## config.mk

```make
export PLATFORM = sky130hd
export DESIGN_NAME = adc_status_ctrl
export DESIGN_NICKNAME = d
export VERILOG_FILES = /design/src/rtl/adc_stat_pkg.sv /design/src/rtl/window_timer.sv /design/src/rtl/conv_busy.sv /design/src/rtl/ovf_latch.sv /design/src/rtl/adc_status_ctrl.sv
export SDC_FILE = /design/constraint.sdc
export NUM_CORES = 1
export LEC_CHECK = 0
export ABC_CLOCK_PERIOD_IN_PS = 6100
export BUFFER_PORTS_ARGS = -buffer_cell sky130_fd_sc_hd__buf_2
export CORE_MARGIN = 4
export CORE_UTILIZATION = 30
export DETAILED_ROUTE_END_ITERATION = 8
export HOLD_SLACK_MARGIN = 0.08
export PLACE_DENSITY_LB_ADDON = 0.1
export SYNTH_ARGS = -nofsm -noshare
export SYNTH_HDL_FRONTEND = slang
export SYNTH_SLANG_ARGS = --single-unit
```

## constraint.sdc

```tcl
create_clock -name clk_i -period 6.1 [get_ports clk_i]
set_input_delay 1.22 -clock clk_i [delete_from_list [all_inputs] [get_ports clk_i]]
set_output_delay 1.22 -clock clk_i [all_outputs]
set_load 0.02 [all_outputs]
```

## src/rtl/adc_stat_pkg.sv

```systemverilog
package adc_stat_pkg;
  typedef struct packed {
    logic       busy;
    logic       se;
    logic       settle;
    logic       dac;
    logic       ovf;
    logic       scan;
    logic [1:0] gain;
  } stat_t;

  function automatic int unsigned us_to_cyc(int unsigned f_hz, int unsigned us);
    return (f_hz / 1_000_000) * us;
  endfunction
endpackage

```

## src/rtl/window_timer.sv

```systemverilog
module window_timer #(
  parameter int unsigned CYCLES = 450,
  parameter bit          RETRIG = 1'b1
) (
  input  logic clk_i,
  input  logic rst_ni,
  input  logic trig_i,
  output logic active_o,
  output logic hit_o
);
  localparam int unsigned W = $clog2(CYCLES + 1);

  logic [W-1:0] cnt_q;
  logic         load;

  assign active_o = (cnt_q != '0);
  assign hit_o    = trig_i & active_o;

  generate
    if (RETRIG) begin : g_retrig
      assign load = trig_i;
    end else begin : g_oneshot
      assign load = trig_i & ~active_o;
    end
  endgenerate

  always_ff @(posedge clk_i or negedge rst_ni) begin
    if (!rst_ni)       cnt_q <= '0;
    else if (load)     cnt_q <= W'(CYCLES);
    else if (active_o) cnt_q <= cnt_q - 1'b1;
  end
endmodule

```

## src/rtl/conv_busy.sv

```systemverilog
module conv_busy (
  input  logic clk_i,
  input  logic rst_ni,
  input  logic scan_en_i,
  input  logic start_i,
  input  logic done_i,
  input  logic scan_done_i,
  output logic busy_o
);
  logic busy_q, end_ev;

  // in scan mode only the scan-complete pulse ends the busy period
  assign end_ev = scan_en_i ? scan_done_i : done_i;
  assign busy_o = busy_q;

  always_ff @(posedge clk_i or negedge rst_ni) begin
    if (!rst_ni)      busy_q <= 1'b0;
    else if (start_i) busy_q <= 1'b1;
    else if (end_ev)  busy_q <= 1'b0;
  end
endmodule

```

## src/rtl/ovf_latch.sv

```systemverilog
module ovf_latch (
  input  logic clk_i,
  input  logic rst_ni,
  input  logic wr_i,
  input  logic full_i,
  input  logic clr_i,
  output logic ovf_o,
  output logic wr_ok_o
);
  logic ovf_q;

  assign ovf_o   = ovf_q;
  assign wr_ok_o = wr_i & ~full_i & ~ovf_q;

  always_ff @(posedge clk_i or negedge rst_ni) begin
    if (!rst_ni)              ovf_q <= 1'b0;
    else if (clr_i)           ovf_q <= 1'b0;
    else if (wr_i && full_i)  ovf_q <= 1'b1;
  end
endmodule

```

## src/rtl/adc_status_ctrl.sv

```systemverilog
module adc_status_ctrl
  import adc_stat_pkg::*;
#(
  parameter int unsigned CLK_FREQ_HZ = 50_000_000,
  parameter int unsigned SETTLE_US   = 9,
  parameter int unsigned DAC_US      = 30
) (
  input  logic       clk_i,
  input  logic       rst_ni,
  input  logic       chan_wr_i,
  input  logic       gain_wr_i,
  input  logic [2:0] gain_wdata_i,
  input  logic       dac_lo_wr_i,
  input  logic       dac_hi_wr_i,
  input  logic       conv_start_i,
  input  logic       conv_done_i,
  input  logic       scan_done_i,
  input  logic       fifo_wr_i,
  input  logic       fifo_full_i,
  input  logic       fifo_rst_i,
  input  logic       se_mode_i,
  output logic [7:0] status_o,
  output logic       fifo_wr_ok_o,
  output logic       dac_drop_o
);
  localparam int unsigned SETTLE_CYC = us_to_cyc(CLK_FREQ_HZ, SETTLE_US);
  localparam int unsigned DAC_CYC    = us_to_cyc(CLK_FREQ_HZ, DAC_US);

  logic [2:0] gain_q;
  logic       settle, dac_busy, dac_hit, busy, ovf, settle_hit;
  stat_t      st;

  always_ff @(posedge clk_i or negedge rst_ni) begin
    if (!rst_ni)        gain_q <= '0;
    else if (gain_wr_i) gain_q <= gain_wdata_i;
  end

  window_timer #(.CYCLES(SETTLE_CYC), .RETRIG(1'b1)) u_settle (
    .clk_i, .rst_ni,
    .trig_i  (chan_wr_i | gain_wr_i),
    .active_o(settle),
    .hit_o   (settle_hit)
  );

  window_timer #(.CYCLES(DAC_CYC), .RETRIG(1'b0)) u_dac (
    .clk_i, .rst_ni,
    .trig_i  (dac_hi_wr_i),
    .active_o(dac_busy),
    .hit_o   (dac_hit)
  );

  conv_busy u_busy (
    .clk_i, .rst_ni,
    .scan_en_i  (gain_q[2]),
    .start_i    (conv_start_i),
    .done_i     (conv_done_i),
    .scan_done_i(scan_done_i),
    .busy_o     (busy)
  );

  ovf_latch u_ovf (
    .clk_i, .rst_ni,
    .wr_i   (fifo_wr_i),
    .full_i (fifo_full_i),
    .clr_i  (fifo_rst_i),
    .ovf_o  (ovf),
    .wr_ok_o(fifo_wr_ok_o)
  );

  // low-register writes are also rejected while an update is in flight
  assign dac_drop_o = dac_hit | (dac_lo_wr_i & dac_busy);

  always_comb begin
    st.busy   = busy;
    st.se     = se_mode_i;
    st.settle = settle;
    st.dac    = dac_busy;
    st.ovf    = ovf;
    st.scan   = gain_q[2];
    st.gain   = gain_q[1:0];
  end

  assign status_o = st;

  logic unused_hit;
  assign unused_hit = settle_hit;
endmodule

```

==> run_results.csv, run 1 <==
group,metric,value,unit
status,status,"finished clean",
grt,grt.met2_usage,18.0,%
grt,grt_pass1_wl,4470,µm
finish,fillCellCount,437,
grt,gr-total-overflow,0,
sta,final_hold_viol_count,0,
finish,finalNetCount,171,
die,die_h,74.6,µm
setup_path,arrival,2.14,ns
setup_path,max_stage_delay,0.51,ns
cts,clock_sinks,25,
synth,synth_area_leaders,"dfrtp_1 (47%), buf_4 (3.4%), mux2_2 (3.4%), nor2_1 (3.4%), mux2i_1 (3.0%)",
sta,grt_setup_unrepaired,"false",
grt,grt_start_max_net_pins,26,
route,post-route-drc-count,0,
setup_path,cp-start-kind,"flop",
grt,grt-busiest-layer,"met2",
setup_path,cp-end-kind,"output pin",
synth,netlist.area_leader.share,47.1,%
sta,setup_slack,2.74,ns
grt,grt_pass1_vias,1021,
grt,use_met1,12.4,%
grt,grt_usage,10.3,%
cts,cts-hold-fix-buffers,0,
synth,synth_commonest_cells,"dfrtp_1 (25), nor2_1 (12), inv_1 (7), o21ai_0 (7)",
synth,synth_area,1330,µm²
die,die-area,5560,µm²
setup_path,required,4.88,ns
power_and_ir_drop,power-per-cell-area,305,nW/µm²
synth,ys.flop_type,"dfrtp_1",
synth,synthDistinctLibCells,40,
route,ant_nets,0,
sta,fin_skew,0.00715,ns
die,die_w,74.6,µm
cts,clkTransAtPathRegs,0.10,ns
synth,avgSynthCellArea,10.2,µm²
grt,antenna_found_initial,0,
synth,yosysTopAreaCell,"dfrtp_1",
synth,syn_inst,130,
cts,cts-resized-gates,0,
cts,postCtsSetupBuffers,0,
cts,clock_path_buffers,2,
synth,ys_seq_area_share,47.1,%
finish,design_area,1510,µm²
die,core,4140,µm²
finish,utilization,36.4,%
placed_design,place_hpwl,1960,µm
cts,cts_root_buf,"clkbuf_8",
placed_design,placedInstanceArea,1460,µm²
setup_path,worstPathMaxFanout,9,
synth,ys.warnings.count,0,
grt,use_met3,2.84,%
setup_path,crit_chain,"inv_1, ha_1, or4b_4, nor4_4, nor2_1, buf_2",
sta,finalCritPeriodShare,55.0,%
sta,tightest_slew,0.801,ns
sta,maxSlewViolCount,0,
route,vias,1028,
setup_path,worstSetupPathType,"flop to output pin",
cts,htree_num_levels,1,
sta,timing.final.setup_violations,0,
sta,slew_headroom,46.5,%
die,core.rowCount,23,
sta,fmax,298,MHz
min_path,hp-class,"flop to flop",
route,wl_per_cell,13.3,µm
finish,layout-drive-gt1-share,25.8,%
synth,ys_seq_elements,25,
finish,area_growth,13.5,%
cts,numCtsBuffers,3,
sta,tns,0,ns
placed_design,dp_slack,3.03,ns
power_and_ir_drop,finalPower,460,µW
power_and_ir_drop,peakVddDrop,0.147,mV
setup_path,slowest_stage,"or4b_4",
die,io_pins,26,
route,viasPerCell,5.11,
cts,cts_tree,"built",
cts,insertion_delay,0.27,ns
die,start_util,32.1,%
synth,async_flop_share,100,%
placed_design,gp_congestion,0.786,
sta,fin_crit,3.36,ns
synth,syn_nets,149,
synth,synth_edf_count,0,
route,drt_first_pass_iters,4,
power_and_ir_drop,leakage,0.628,nW
finish,num_antenna_cells,0,
placed_design,io_buffers,23,
run,cap_violations,0,
synth,yosysMostFrequentCell,"dfrtp_1",
route,finalWirelength,2670,µm
route,drtIter0Drc,34,
[worst max-delay path: cells and delay by family, from the launching register on]
kind / cells / cell delay [ns]
simple gates: 3 / 1.00
buf+inv: 2 / 0.26
flops: 1 / 0.42
fa+ha+maj: 1 / 0.18
[placed cells by master (no fill, tap or decap), types with 2 or more instances in the layout]
cell type / synthesis / routed
ha_1: 3 / 3
or4_1: 2 / 2
nor3b_1: 3 / 3
nor3_1: 6 / 6
nor4_1: 4 / 4
a211oi_1: 3 / 3
o31ai_1: 2 / 2
nand2_1: 5 / 5
dfrtp_1: 25 / 25
a21oi_1: 5 / 5
a31oi_1: 2 / 2
nand2b_1: 3 / 3
mux2i_1: 4 / 4
o21ai_0: 7 / 7
or3_1: 6 / 6
inv_1: 7 / 7
buf_2: 0 / 23
mux2_2: 4 / 4
nor2_1: 12 / 12
clkbuf_8: 0 / 3
[worst paths after layout]
kind                       slack (ns)  cells after the start                          to                        from
min                              0.49                      1   u_busy.busy_o$_DFFE_PN0P_   u_busy.busy_o$_DFFE_PN0P_
min reg2reg                      0.49                      1   u_busy.busy_o$_DFFE_PN0P_   u_busy.busy_o$_DFFE_PN0P_
max                              2.74                      6                  dac_drop_o  u_dac.cnt_q[0]$_DFFE_PN0P_
max reg2reg                      3.88                      4  u_dac.cnt_q[0]$_DFFE_PN0P_  u_dac.cnt_q[4]$_DFFE_PN0P_
min in group asynchronous        0.94                      1   u_busy.busy_o$_DFFE_PN0P_                      rst_ni
max in group asynchronous        4.77                      1       gain_q[1]$_DFFE_PN0P_                      rst_ni
[kinds of logic (layout without fill, tap and decap cells)]
logic type / count (synthesis) / in the layout / share of synthesized area [%]
mux: 8 / 8 / 6.40
buf+inv: 14 / 35 / 5.65
fa+ha+maj: 3 / 3 / 2.83
compound gates: 25 / 25 / 11.8
simple gates: 53 / 53 / 25.0
flops: 25 / 25 / 47.1
xor+xnor: 2 / 2 / 1.32
[where the power goes]
group          switching, mW  internal, mW
registers             0.0491         0.204
clock network         0.0561        0.0458
logic                 0.0536        0.0519
total                  0.159         0.301
[flip-flops by register name, indices dropped and copies added (netlist names)]
name	flops
gain_q	3
u_busy.busy_o	1
u_dac.cnt_q	11
u_ovf.ovf_o	1
u_settle.cnt_q	9
[metal layers]
metal  vias to the layer above  wire length (µm)
li1                        512                 -
met1                       500              1200
met2                        12              1350
met3                         4                80
met4                         0                29
met5                         -                 0
[metrics by stage]
stage	instances	hold WS [ns]
final	201	0.491
after CTS	201	0.493
after detailed placement	197	0.465
after global routing	201	0.519
after global placement	197	0.459
after floorplan	130	0.450
[final cells by class]
class                      instances  area [µm²]  area share [%]
clock buffer                       3        41.3            2.74
clock inverter                     1        5.00           0.332
inverter                           8        30.0            1.99
multi-input combinational         91         628            41.7
sequential                        25         626            41.5
tap                               50        62.6            4.15
timing repair buffer              23         115            7.63
(Power assumes the default switching activity.)
==> inputs of run 2 (changes only) <==
--- a/config.mk
+++ b/config.mk
@@ -5,7 +5,7 @@
 export SDC_FILE = /design/constraint.sdc
 export NUM_CORES = 1
 export LEC_CHECK = 0
-export ABC_CLOCK_PERIOD_IN_PS = 6100
+export ABC_CLOCK_PERIOD_IN_PS = 3100
 export BUFFER_PORTS_ARGS = -buffer_cell sky130_fd_sc_hd__buf_2
 export CORE_MARGIN = 4
 export CORE_UTILIZATION = 30
==> constraint.sdc (replaced) <==
create_clock -name clk_i -period 3.1 [get_ports clk_i]
set_input_delay 0.62 -clock clk_i [delete_from_list [all_inputs] [get_ports clk_i]]
set_output_delay 0.62 -clock clk_i [all_outputs]
set_load 0.02 [all_outputs]
==> run 2 against run 1 <==
  * Sequential cell count stayed put
  * Cell count is the same
  * Utilization unchanged
  * Combinational power rose by 96%
  * Clock power is 95% higher
  * Setup slack worse by 2.4 ns
  * Non-clock buffer count stayed put
  * First-iteration DRC count is 2.9% lower
  * Critical endpoint unchanged
  * Largest cell class unchanged
==> run_results.csv, run 2 (same netlist as run 1, synthesis figures left out) <==
group,metric,value,unit
setup_path,worstPathMaxFanout,9,
cts,postCtsSetupBuffers,0,
placed_design,dp_slack,0.632,ns
setup_path,worstSetupStartpoint,"u_dac.cnt_q[0]$_DFFE_PN0P_",
setup_path,cp-start-kind,"flop",
placed_design,place_hpwl,1960,µm
sta,fmax,363,MHz
finish,largest_register_ff_count,11,
route,vias,1026,
die,core.rowCount,23,
status,status,"finished clean",
route,ant_nets,0,
finish,fillCellCount,436,
setup_path,rrSetupSlack,0.86,ns
finish,largest_register,"u_dac.cnt_q",
route,drtIter0Drc,33,
cts,cts_root_buf,"clkbuf_8",
cts,htree_num_levels,1,
placed_design,io_buffers,23,
power_and_ir_drop,internal-power,593,µW
setup_path,max_stage_delay,0.51,ns
cts,clkTransAtPathRegs,0.09,ns
sta,tns,0,ns
die,start_util,32.1,%
sta,fin_crit,2.75,ns
finish,multi_input_area,628,µm²
setup_path,crit_buf_inv,2,
cts,numCtsBuffers,3,
placed_design,gp_congestion,0.786,
setup_path,required,2.48,ns
grt,grt_pass1_wl,4470,µm
setup_path,rr_startpoint,"u_dac.cnt_q[4]$_DFFE_PN0P_",
cts,clock_path_buffers,2,
power_and_ir_drop,power-per-cell-area,600,nW/µm²
finish,area_growth,13.5,%
cts,cts-hold-fix-buffers,0,
sta,final_hold_viol_count,0,
cts,cts_tree,"built",
setup_path,r2r_end,"u_dac.cnt_q[0]$_DFFE_PN0P_",
die,die_h,74.6,µm
die,core,4140,µm²
sta,setup_slack,0.348,ns
route,viasPerCell,5.10,
sta,slew_headroom,45.2,%
sta,fin_skew,0.00437,ns
die,io_pins,26,
setup_path,crit_chain,"inv_1, ha_1, or4b_4, nor4_4, nor2_1, buf_2",
sta,maxSlewViolCount,0,
power_and_ir_drop,clkPwrFrac,22.0,%
cts,cts-resized-gates,0,
grt,antenna_found_initial,0,
power_and_ir_drop,combinationalPowerShare,23.0,%
route,post-route-drc-count,0,
sta,grt_setup_unrepaired,"false",
setup_path,r2r_cells,4,
route,drt_first_pass_iters,4,
finish,final_common_cell,"dfrtp_1",
finish,regArea,626,µm²
finish,finalNetCount,171,
finish,num_antenna_cells,0,
power_and_ir_drop,netSwitchingFraction,34.5,%
power_and_ir_drop,seqPwrFrac,55.0,%
route,finalWirelength,2680,µm
setup_path,cp-end-kind,"output pin",
sta,finalCritPeriodShare,88.8,%
grt,grt_usage,10.3,%
setup_path,arrival,2.13,ns
cts,clock_sinks,25,
finish,utilization,36.4,%
sta,tightest_slew,0.820,ns
setup_path,worstSetupPathType,"flop to output pin",
finish,layout-drive-gt1-share,25.8,%
grt,grt_pass1_vias,1022,
power_and_ir_drop,netSwitchingPower,312,µW
power_and_ir_drop,leakage,0.628,nW
sta,timing.final.setup_violations,0,
power_and_ir_drop,peakVddDrop,0.290,mV
grt,grt_start_max_net_pins,26,
run,cap_violations,0,
finish,reg.largest.list,"u_dac.cnt_q (11), u_settle.cnt_q (9), gain_q (3)",
grt,gr-total-overflow,0,
setup_path,slowest_stage,"or4b_4",
cts,insertion_delay,0.27,ns
min_path,hp-class,"input pin to asynchronous set/reset pin",
finish,layout_common_cells,"dfrtp_1 (25), buf_2 (23), nor2_1 (12), inv_1 (7), o21ai_0 (7)",
die,die-area,5560,µm²
setup_path,path_delay_family,"simple AND/OR/NAND/NOR gates",
die,die_w,74.6,µm
route,wl_per_cell,13.3,µm
-- run 2: cell counts in the layout (fill, tap and decap cells not counted) --
Identical to the previous run, type by type.
-- run 2: power groups by stage --
| stage | registers (mW) | logic, mW | clock network (mW) |
|---|---|---|---|
| floorplan | 0.482 | 0.165 | 0 |
| global placement | 0.500 | 0.209 | 0 |
| detailed placement | 0.503 | 0.211 | 0 |
| CTS | 0.497 | 0.210 | 0.205 |
| global route | 0.514 | 0.241 | 0.221 |
| finish | 0.498 | 0.208 | 0.199 |
-- run 2: worst max path at each step --
| stage | to | depth (start not counted) |
|---|---|---|
| global placement | dac_drop_o | 6 |
| CTS | dac_drop_o | 6 |
| global route | dac_drop_o | 6 |
| floorplan | status_o[4] | 6 |
| finish | dac_drop_o | 6 |
| detailed placement | dac_drop_o | 6 |
-- run 2: layer usage --
| layer | wire (µm) | GRT usage (%) | vias to the layer above |
|---|---|---|---|
| met5 | 0 | 0 | - |
| met4 | 30 | 2.77 | 0 |
| met3 | 82 | 2.84 | 4 |
| met2 | 1350 | 18.0 | 10 |
| met1 | 1210 | 12.4 | 498 |
| li1 | - | - | 514 |
-- run 2: worst reg2reg max path, stage by stage, from the launching register on --
cell     delay [ns]
dfrtp_1        0.46
nor4_1         0.62
nand2_1        0.16
nor3_1         0.66
mux2_2         0.28
-- run 2: area by class of cell --
cell class              instances  share of cell area (%)
flip-flops and latches         25                    41.5
repair buffers                 23                    7.63
clock inverters                 1                   0.332
inverters                       8                    1.99
well taps                      50                    4.15
clock buffers                   3                    2.74
multi-input cells              91                    41.7
-- run 2: metrics by stage --
step / power (mW) / instances / hold slack (ns) / cell area (µm²)
finish: 0.904 / 201 / 0.338 / 1510
global route: 0.976 / 201 / 0.385 / 1510
CTS: 0.913 / 201 / 0.365 / 1510
detailed placement: 0.713 / 197 / 0.465 / 1460
global placement: 0.708 / 197 / 0.459 / 1460
floorplan: 0.647 / 130 / 0.324 / 1330
